$ cat src/rtl/cart_gpio_pkg.sv
package cart_gpio_pkg;
  localparam int PIN_W   = 4;
  localparam int RD_W    = 16;
  localparam int ADDR_W  = 32;
  localparam int WDATA_W = 32;
  localparam int HI_LANE = 16;

  localparam logic [ADDR_W-1:0] OFS_PINS = 32'h0000_00C4;
  localparam logic [ADDR_W-1:0] OFS_DIR  = 32'h0000_00C6;
  localparam logic [ADDR_W-1:0] OFS_EN   = 32'h0000_00C8;

  typedef enum logic [1:0] {
    SZ_BYTE = 2'd0,
    SZ_HALF = 2'd1,
    SZ_WORD = 2'd2
  } acc_size_e;

  typedef enum logic [1:0] {
    SEL_PINS = 2'd0,
    SEL_DIR  = 2'd1,
    SEL_EN   = 2'd2
  } reg_sel_e;

  // Keep only the pins configured as outputs.
  function automatic logic [PIN_W-1:0] keep_outputs(input logic [PIN_W-1:0] v,
                                                     input logic [PIN_W-1:0] dir);
    return v & dir;
  endfunction

  // Show only the pins configured as inputs.
  function automatic logic [PIN_W-1:0] show_inputs(input logic [PIN_W-1:0] v,
                                                    input logic [PIN_W-1:0] dir);
    return v & ~dir;
  endfunction
endpackage

$ cat src/rtl/cart_gpio_decode.sv
module cart_gpio_decode
  import cart_gpio_pkg::*;
#(
  parameter logic [ADDR_W-1:0] BASE = 32'h0800_0000
) (
  input  logic               acc_valid,
  input  logic               acc_write,
  input  logic [1:0]         acc_size,
  input  logic [ADDR_W-1:0]  acc_addr,
  input  logic [WDATA_W-1:0] acc_wdata,
  output logic               wr_pins_en,
  output logic [PIN_W-1:0]   wr_pins_v,
  output logic               wr_dir_en,
  output logic [PIN_W-1:0]   wr_dir_v,
  output logic               wr_en_en,
  output logic               wr_en_v,
  output logic               rd_en,
  output reg_sel_e           rd_sel,
  output logic               port_hit
);
  logic hit_pins, hit_dir, hit_en;

  assign hit_pins = (acc_addr == BASE + OFS_PINS);
  assign hit_dir  = (acc_addr == BASE + OFS_DIR);
  assign hit_en   = (acc_addr == BASE + OFS_EN);
  assign port_hit = hit_pins | hit_dir | hit_en;

  always_comb begin
    wr_pins_en = 1'b0;
    wr_pins_v  = '0;
    wr_dir_en  = 1'b0;
    wr_dir_v   = '0;
    wr_en_en   = 1'b0;
    wr_en_v    = 1'b0;
    rd_en      = 1'b0;
    rd_sel     = SEL_PINS;
    if (acc_valid && acc_write) begin
      if (acc_size == SZ_HALF) begin
        if (hit_pins) begin
          wr_pins_en = 1'b1;
          wr_pins_v  = acc_wdata[PIN_W-1:0];
        end
        if (hit_dir) begin
          wr_dir_en = 1'b1;
          wr_dir_v  = acc_wdata[PIN_W-1:0];
        end
        if (hit_en) begin
          wr_en_en = 1'b1;
          wr_en_v  = acc_wdata[0];
        end
      end else if (acc_size == SZ_WORD) begin
        if (hit_pins) begin
          wr_pins_en = 1'b1;
          wr_pins_v  = acc_wdata[PIN_W-1:0];
          wr_dir_en  = 1'b1;
          wr_dir_v   = acc_wdata[HI_LANE +: PIN_W];
        end
        if (hit_dir) begin
          wr_dir_en = 1'b1;
          wr_dir_v  = acc_wdata[PIN_W-1:0];
          wr_en_en  = 1'b1;
          wr_en_v   = acc_wdata[HI_LANE];
        end
      end
    end else if (acc_valid && (acc_size == SZ_HALF || acc_size == SZ_BYTE) && port_hit) begin
      rd_en  = 1'b1;
      rd_sel = hit_pins ? SEL_PINS : (hit_dir ? SEL_DIR : SEL_EN);
    end
  end
endmodule

$ cat src/rtl/cart_gpio_regs.sv
module cart_gpio_regs
  import cart_gpio_pkg::*;
(
  input  logic             clk,
  input  logic             rst_n,
  input  logic             wr_pins_en,
  input  logic [PIN_W-1:0] wr_pins_v,
  input  logic             wr_dir_en,
  input  logic [PIN_W-1:0] wr_dir_v,
  input  logic             wr_en_en,
  input  logic             wr_en_v,
  output logic [PIN_W-1:0] pins_q,
  output logic [PIN_W-1:0] dir_q,
  output logic             en_q,
  output logic             pin_stb,
  output logic [PIN_W-1:0] pin_val
);
  logic [PIN_W-1:0] pins_next;

  // Mask with the direction held before this access.
  assign pins_next = keep_outputs(wr_pins_v, dir_q);

  always_ff @(posedge clk) begin
    if (!rst_n) begin
      pins_q  <= '0;
      dir_q   <= '1;
      en_q    <= 1'b0;
      pin_stb <= 1'b0;
      pin_val <= '0;
    end else begin
      pin_stb <= wr_pins_en;
      if (wr_pins_en) begin
        pins_q  <= pins_next;
        pin_val <= pins_next;
      end
      if (wr_dir_en) dir_q <= wr_dir_v;
      if (wr_en_en)  en_q  <= wr_en_v;
    end
  end

  AST_STB_OUTPUTS_ONLY: assert property (@(posedge clk) disable iff (!rst_n)
    pin_stb |-> ((pin_val & ~$past(dir_q)) == '0));
  AST_STB_FROM_WRITE: assert property (@(posedge clk) disable iff (!rst_n)
    pin_stb |-> $past(wr_pins_en));
  AST_STB_SINGLE: assert property (@(posedge clk) disable iff (!rst_n)
    (pin_stb && !$past(wr_pins_en, 2)) |=> (!pin_stb || $past(wr_pins_en)));
endmodule

$ cat src/rtl/cart_gpio_rdport.sv
module cart_gpio_rdport
  import cart_gpio_pkg::*;
(
  input  logic             clk,
  input  logic             rst_n,
  input  logic             rd_en,
  input  reg_sel_e         rd_sel,
  input  logic [PIN_W-1:0] pins_q,
  input  logic [PIN_W-1:0] dir_q,
  input  logic             en_q,
  output logic             rd_hit,
  output logic [RD_W-1:0]  rd_data
);
  logic [RD_W-1:0] rd_mux;

  always_comb begin
    rd_mux = '0;
    if (en_q) begin
      unique case (rd_sel)
        SEL_PINS: rd_mux = RD_W'(show_inputs(pins_q, dir_q));
        SEL_DIR:  rd_mux = RD_W'(dir_q);
        SEL_EN:   rd_mux = RD_W'(en_q);
        default:  rd_mux = '0;
      endcase
    end
  end

  always_ff @(posedge clk) begin
    if (!rst_n) begin
      rd_hit  <= 1'b0;
      rd_data <= '0;
    end else begin
      rd_hit  <= rd_en;
      rd_data <= rd_en ? rd_mux : '0;
    end
  end

  AST_RD_GATED: assert property (@(posedge clk) disable iff (!rst_n)
    rd_hit |-> ($past(en_q) || rd_data == '0));
  AST_RD_IDLE_ZERO: assert property (@(posedge clk) disable iff (!rst_n)
    !rd_hit |-> (rd_data == '0));
  AST_RD_NARROW: assert property (@(posedge clk) disable iff (!rst_n)
    rd_hit |-> (rd_data[RD_W-1:PIN_W] == '0));
endmodule

$ cat src/rtl/cart_gpio_port.sv
module cart_gpio_port
  import cart_gpio_pkg::*;
#(
  parameter logic [31:0] BASE = 32'h0800_0000
) (
  input  logic        clk,
  input  logic        rst_n,
  input  logic        acc_valid,
  input  logic        acc_write,
  input  logic [1:0]  acc_size,
  input  logic [31:0] acc_addr,
  input  logic [31:0] acc_wdata,
  output logic        rd_hit,
  output logic [15:0] rd_data,
  output logic        pin_stb,
  output logic [3:0]  pin_val
);
  logic             wr_pins_en, wr_dir_en, wr_en_en, wr_en_v;
  logic [PIN_W-1:0] wr_pins_v, wr_dir_v;
  logic             rd_en, port_hit;
  reg_sel_e         rd_sel;
  logic [PIN_W-1:0] pins_q, dir_q;
  logic             en_q;

  cart_gpio_decode #(.BASE(BASE)) u_dec (
    .acc_valid (acc_valid),
    .acc_write (acc_write),
    .acc_size  (acc_size),
    .acc_addr  (acc_addr),
    .acc_wdata (acc_wdata),
    .wr_pins_en(wr_pins_en),
    .wr_pins_v (wr_pins_v),
    .wr_dir_en (wr_dir_en),
    .wr_dir_v  (wr_dir_v),
    .wr_en_en  (wr_en_en),
    .wr_en_v   (wr_en_v),
    .rd_en     (rd_en),
    .rd_sel    (rd_sel),
    .port_hit  (port_hit)
  );

  cart_gpio_regs u_regs (
    .clk       (clk),
    .rst_n     (rst_n),
    .wr_pins_en(wr_pins_en),
    .wr_pins_v (wr_pins_v),
    .wr_dir_en (wr_dir_en),
    .wr_dir_v  (wr_dir_v),
    .wr_en_en  (wr_en_en),
    .wr_en_v   (wr_en_v),
    .pins_q    (pins_q),
    .dir_q     (dir_q),
    .en_q      (en_q),
    .pin_stb   (pin_stb),
    .pin_val   (pin_val)
  );

  cart_gpio_rdport u_rd (
    .clk    (clk),
    .rst_n  (rst_n),
    .rd_en  (rd_en),
    .rd_sel (rd_sel),
    .pins_q (pins_q),
    .dir_q  (dir_q),
    .en_q   (en_q),
    .rd_hit (rd_hit),
    .rd_data(rd_data)
  );

  AST_BYTE_WR_IGNORED: assert property (@(posedge clk) disable iff (!rst_n)
    (acc_valid && acc_write && acc_size == SZ_BYTE)
      |=> ($stable(pins_q) && $stable(dir_q) && $stable(en_q) && !pin_stb));
  AST_MISS_NO_EFFECT: assert property (@(posedge clk) disable iff (!rst_n)
    (acc_valid && !port_hit)
      |=> ($stable(pins_q) && $stable(dir_q) && $stable(en_q) && !pin_stb && !rd_hit));
  AST_WORD_RD_IGNORED: assert property (@(posedge clk) disable iff (!rst_n)
    (acc_valid && !acc_write && acc_size == SZ_WORD) |=> !rd_hit);
  AST_PINS_MASKED: assert property (@(posedge clk) disable iff (!rst_n)
    wr_pins_en |=> ((pins_q & ~$past(dir_q)) == '0));
endmodule

$ cat config.mk
export PLATFORM = sky130hd
export DESIGN_NAME = cart_gpio_port
export DESIGN_NICKNAME = d
export VERILOG_FILES = /design/src/rtl/cart_gpio_pkg.sv /design/src/rtl/cart_gpio_decode.sv /design/src/rtl/cart_gpio_regs.sv /design/src/rtl/cart_gpio_rdport.sv /design/src/rtl/cart_gpio_port.sv
export SDC_FILE = /design/constraint.sdc
export NUM_CORES = 1
export LEC_CHECK = 0
export BUFFER_PORTS_ARGS = -buffer_cell sky130_fd_sc_hd__buf_4
export CELL_PAD_IN_SITES_DETAIL_PLACEMENT = 0
export CELL_PAD_IN_SITES_GLOBAL_PLACEMENT = 1
export CORE_MARGIN = 1
export CORE_UTILIZATION = 28
export DETAILED_ROUTE_END_ITERATION = 7
export GPL_ROUTABILITY_DRIVEN = 0
export GPL_TIMING_DRIVEN = 0
export PLACE_DENSITY_LB_ADDON = 0.1
export SYNTH_ARGS = -nofsm -noshare
export SYNTH_HDL_FRONTEND = slang
export SYNTH_SLANG_ARGS = --single-unit
$ cat constraint.sdc
create_clock -name clk -period 4.2 [get_ports clk]
set_input_delay 0 -clock clk [delete_from_list [all_inputs] [get_ports clk]]
set_output_delay 0 -clock clk [all_outputs]
set_load 0.05 [all_outputs]
==> metrics.csv <==
metric,value,unit
status,"complete, no violations",
ant_nets,0,
dr.pass1.iters,4,
synth.distinct_cells,36,
grt.total_usage,14.4,%
antenna_found_initial,0,
synth_area_leaders,"dfxtp_1 28%, buf_4 8.3%, mux2i_1 6.4%",
hold_buffers,0,
required,4340,ps
wl,2.67,mm
cts_root_buf,clkbuf_8,
leakagePower,0.713,nW
path_clk_slew,60,ps
clk_path_buf_depth,2,
rsz0062_at_grt,no,
avgSynthCellArea,9.37,um2
clock_latency,250,ps
powerDensity,217,nW/um2
fmax,693,MHz
skew,0.430,ps
cts_setup_buffers,0,
slew_violations,0,
period_share,34.3,%
clock_sinks,15,
drtIter0Drc,7,
setup_ws,2760,ps
min_to,u_regs.pin_stb,
yosysWarnings,0,
die_h,64.3,um
drc,0,
ys_ff_latch,15,
synth_top_area_share,27.6,%
rrSetupSlack,3070,ps
min_path_type,input port to register,
tritoncts,done,
vias,1057,
cp.arrival,1580,ps
core,3690,um2
die_width,64.3,um
diodes,0,
relSlewSlack,64.9,%
wire_per_inst,11.5,um
totalPowerFinal,356,uW
numCtsBuffers,3,
min_period,1440,ps
fin_nets,256,
std_cell_rows,22,
netlist_instances,116,
setup_viol,0,
via_per_inst,4.54,
crit_path_end_kind,register,
grt_pass1_vias,1064,
post-place-ws,2510,ps
postCtsResizedCells,0,
synth_top_area_cell,dfxtp_1,
r2r_start,u_regs.dir_q[0],
hpwl,2.23,mm
cts_max_level,1,
yosysSeqAreaShare,27.6,%
top_level_ports,92,
syn_area,1090,um2
numPortBuffers,54,
max_slew.worst_pin.slew,522,ps
start_kind,input port,
crit_type,input port to register,
dieArea,4140,um2
hold_path_depth,3,
synthToLayoutAreaGrowth,50.9,%
ir_worst_vdd,136,uV
reg2reg_depth,4,
overflow,0,
hold_start,acc_addr[17],
r2r-end,u_rd.rd_data[0],
cap_violations,0,
hold_viol_final,0,
start_util,29.5,%
fin_util,44.5,%
grt_pass1_wl,4.71,mm
crit_fanout,4,
finalSetupTns,0,ps
grt_max_degree,11,
drive_gt1_share,48.1,%
synthesized netlist by cell type, drive strengths merged:
master   n
mux2     4
a22oi    6
a211oi   1
or4      1
nand2    7
nand2b   7
nand3    6
nand4    2
o21ai    4
or4b     1
or3      1
conb     1
o211ai   1
a21oi    1
nor4     7
buf     14
inv      1
nor2b    6
nor2     6
xnor2    1
mux2i    7
and3b    2
nand4b   1
and3     2
nor4b    4
nor3b    5
dfxtp   15
clkbuf   2
kinds of logic after synthesis:
logic type             Yosys count  synth area share, %
AND/OR/NAND/NOR                 58                 42.7
buffers and inverters           17                 10.1
flip-flops                      15                 27.6
AO/OA/AOI/OAI                   13                 7.82
multiplexers                    11                 10.6
XOR/XNOR                         1                0.806
other                            1                0.345
cell usage in the layout, fill, tap and decap left out, drive strengths merged, types with 5 or more instances in the layout:
cell type and instances:
nand2 7, dfxtp 15, a22oi 6, nor4 7, nand3 6, nor2 6
mux2i 7, nand2b 7, buf 68, conb 12, nor2b 6, nor3b 5
clkbuf 5
metal layers:
layer	part of all wire, %	GRT usage [%]
met1	43	17.6
met2	50	25.3
met3	7.1	3.75
met4	0	2.50
met5	0	0
metrics by stage:
stage	instances	hold slack, ps	area (um2)
6_report	233	30.2	1640
5_1_grt	233	54.0	1640
4_1_cts	233	26.8	1640
3_5_place_dp	229	292	1590
3_3_place_gp	229	293	1590
2_1_floorplan	127	166	1130
sequential cells by signal, summed over array words and instances (netlist names):
signal and count:
u_rd.rd_data 4, u_regs.dir_q 4, u_regs.pin_val 4, u_rd.rd_hit 1, u_regs.en_q 1, u_regs.pin_stb 1
worst max path at each step:
stage / cells after the start / endpoint / start
floorplan: 3 / u_regs.dir_q[0] / acc_addr[30]
global placement: 5 / u_regs.dir_q[0] / acc_addr[9]
detailed placement: 5 / u_regs.dir_q[0] / acc_addr[29]
CTS: 5 / u_regs.dir_q[0] / acc_addr[9]
global route: 5 / u_regs.dir_q[0] / acc_addr[9]
finish: 5 / u_regs.dir_q[0] / acc_addr[9]
area by class of cell:
class / count / area, um2
fillers: 384 / 2050
multi-input cells: 95 / 718
repair buffers: 54 / 405
flip-flops and latches: 15 / 300
plain buffers: 16 / 106
well taps: 48 / 60.1
clock buffers: 3 / 41.3
clock inverters: 1 / 5.00
inverters: 1 / 3.75
report_power, final:
group	switching, mW	leakage, nW	internal, mW	total, mW
Sequential	0.00000000000430	0.121	0.142	0.142
Clock	0.0517	0.0255	0.0657	0.117
Combinational	0.0510	0.567	0.0454	0.0965
worst max-delay path, cell delays in order:
cell and delay [ps]:
buf_4 110, nor4b_2 390, nand4_1 320, nor4_4 380, mux2_2 380
(Power assumes the default switching activity.)
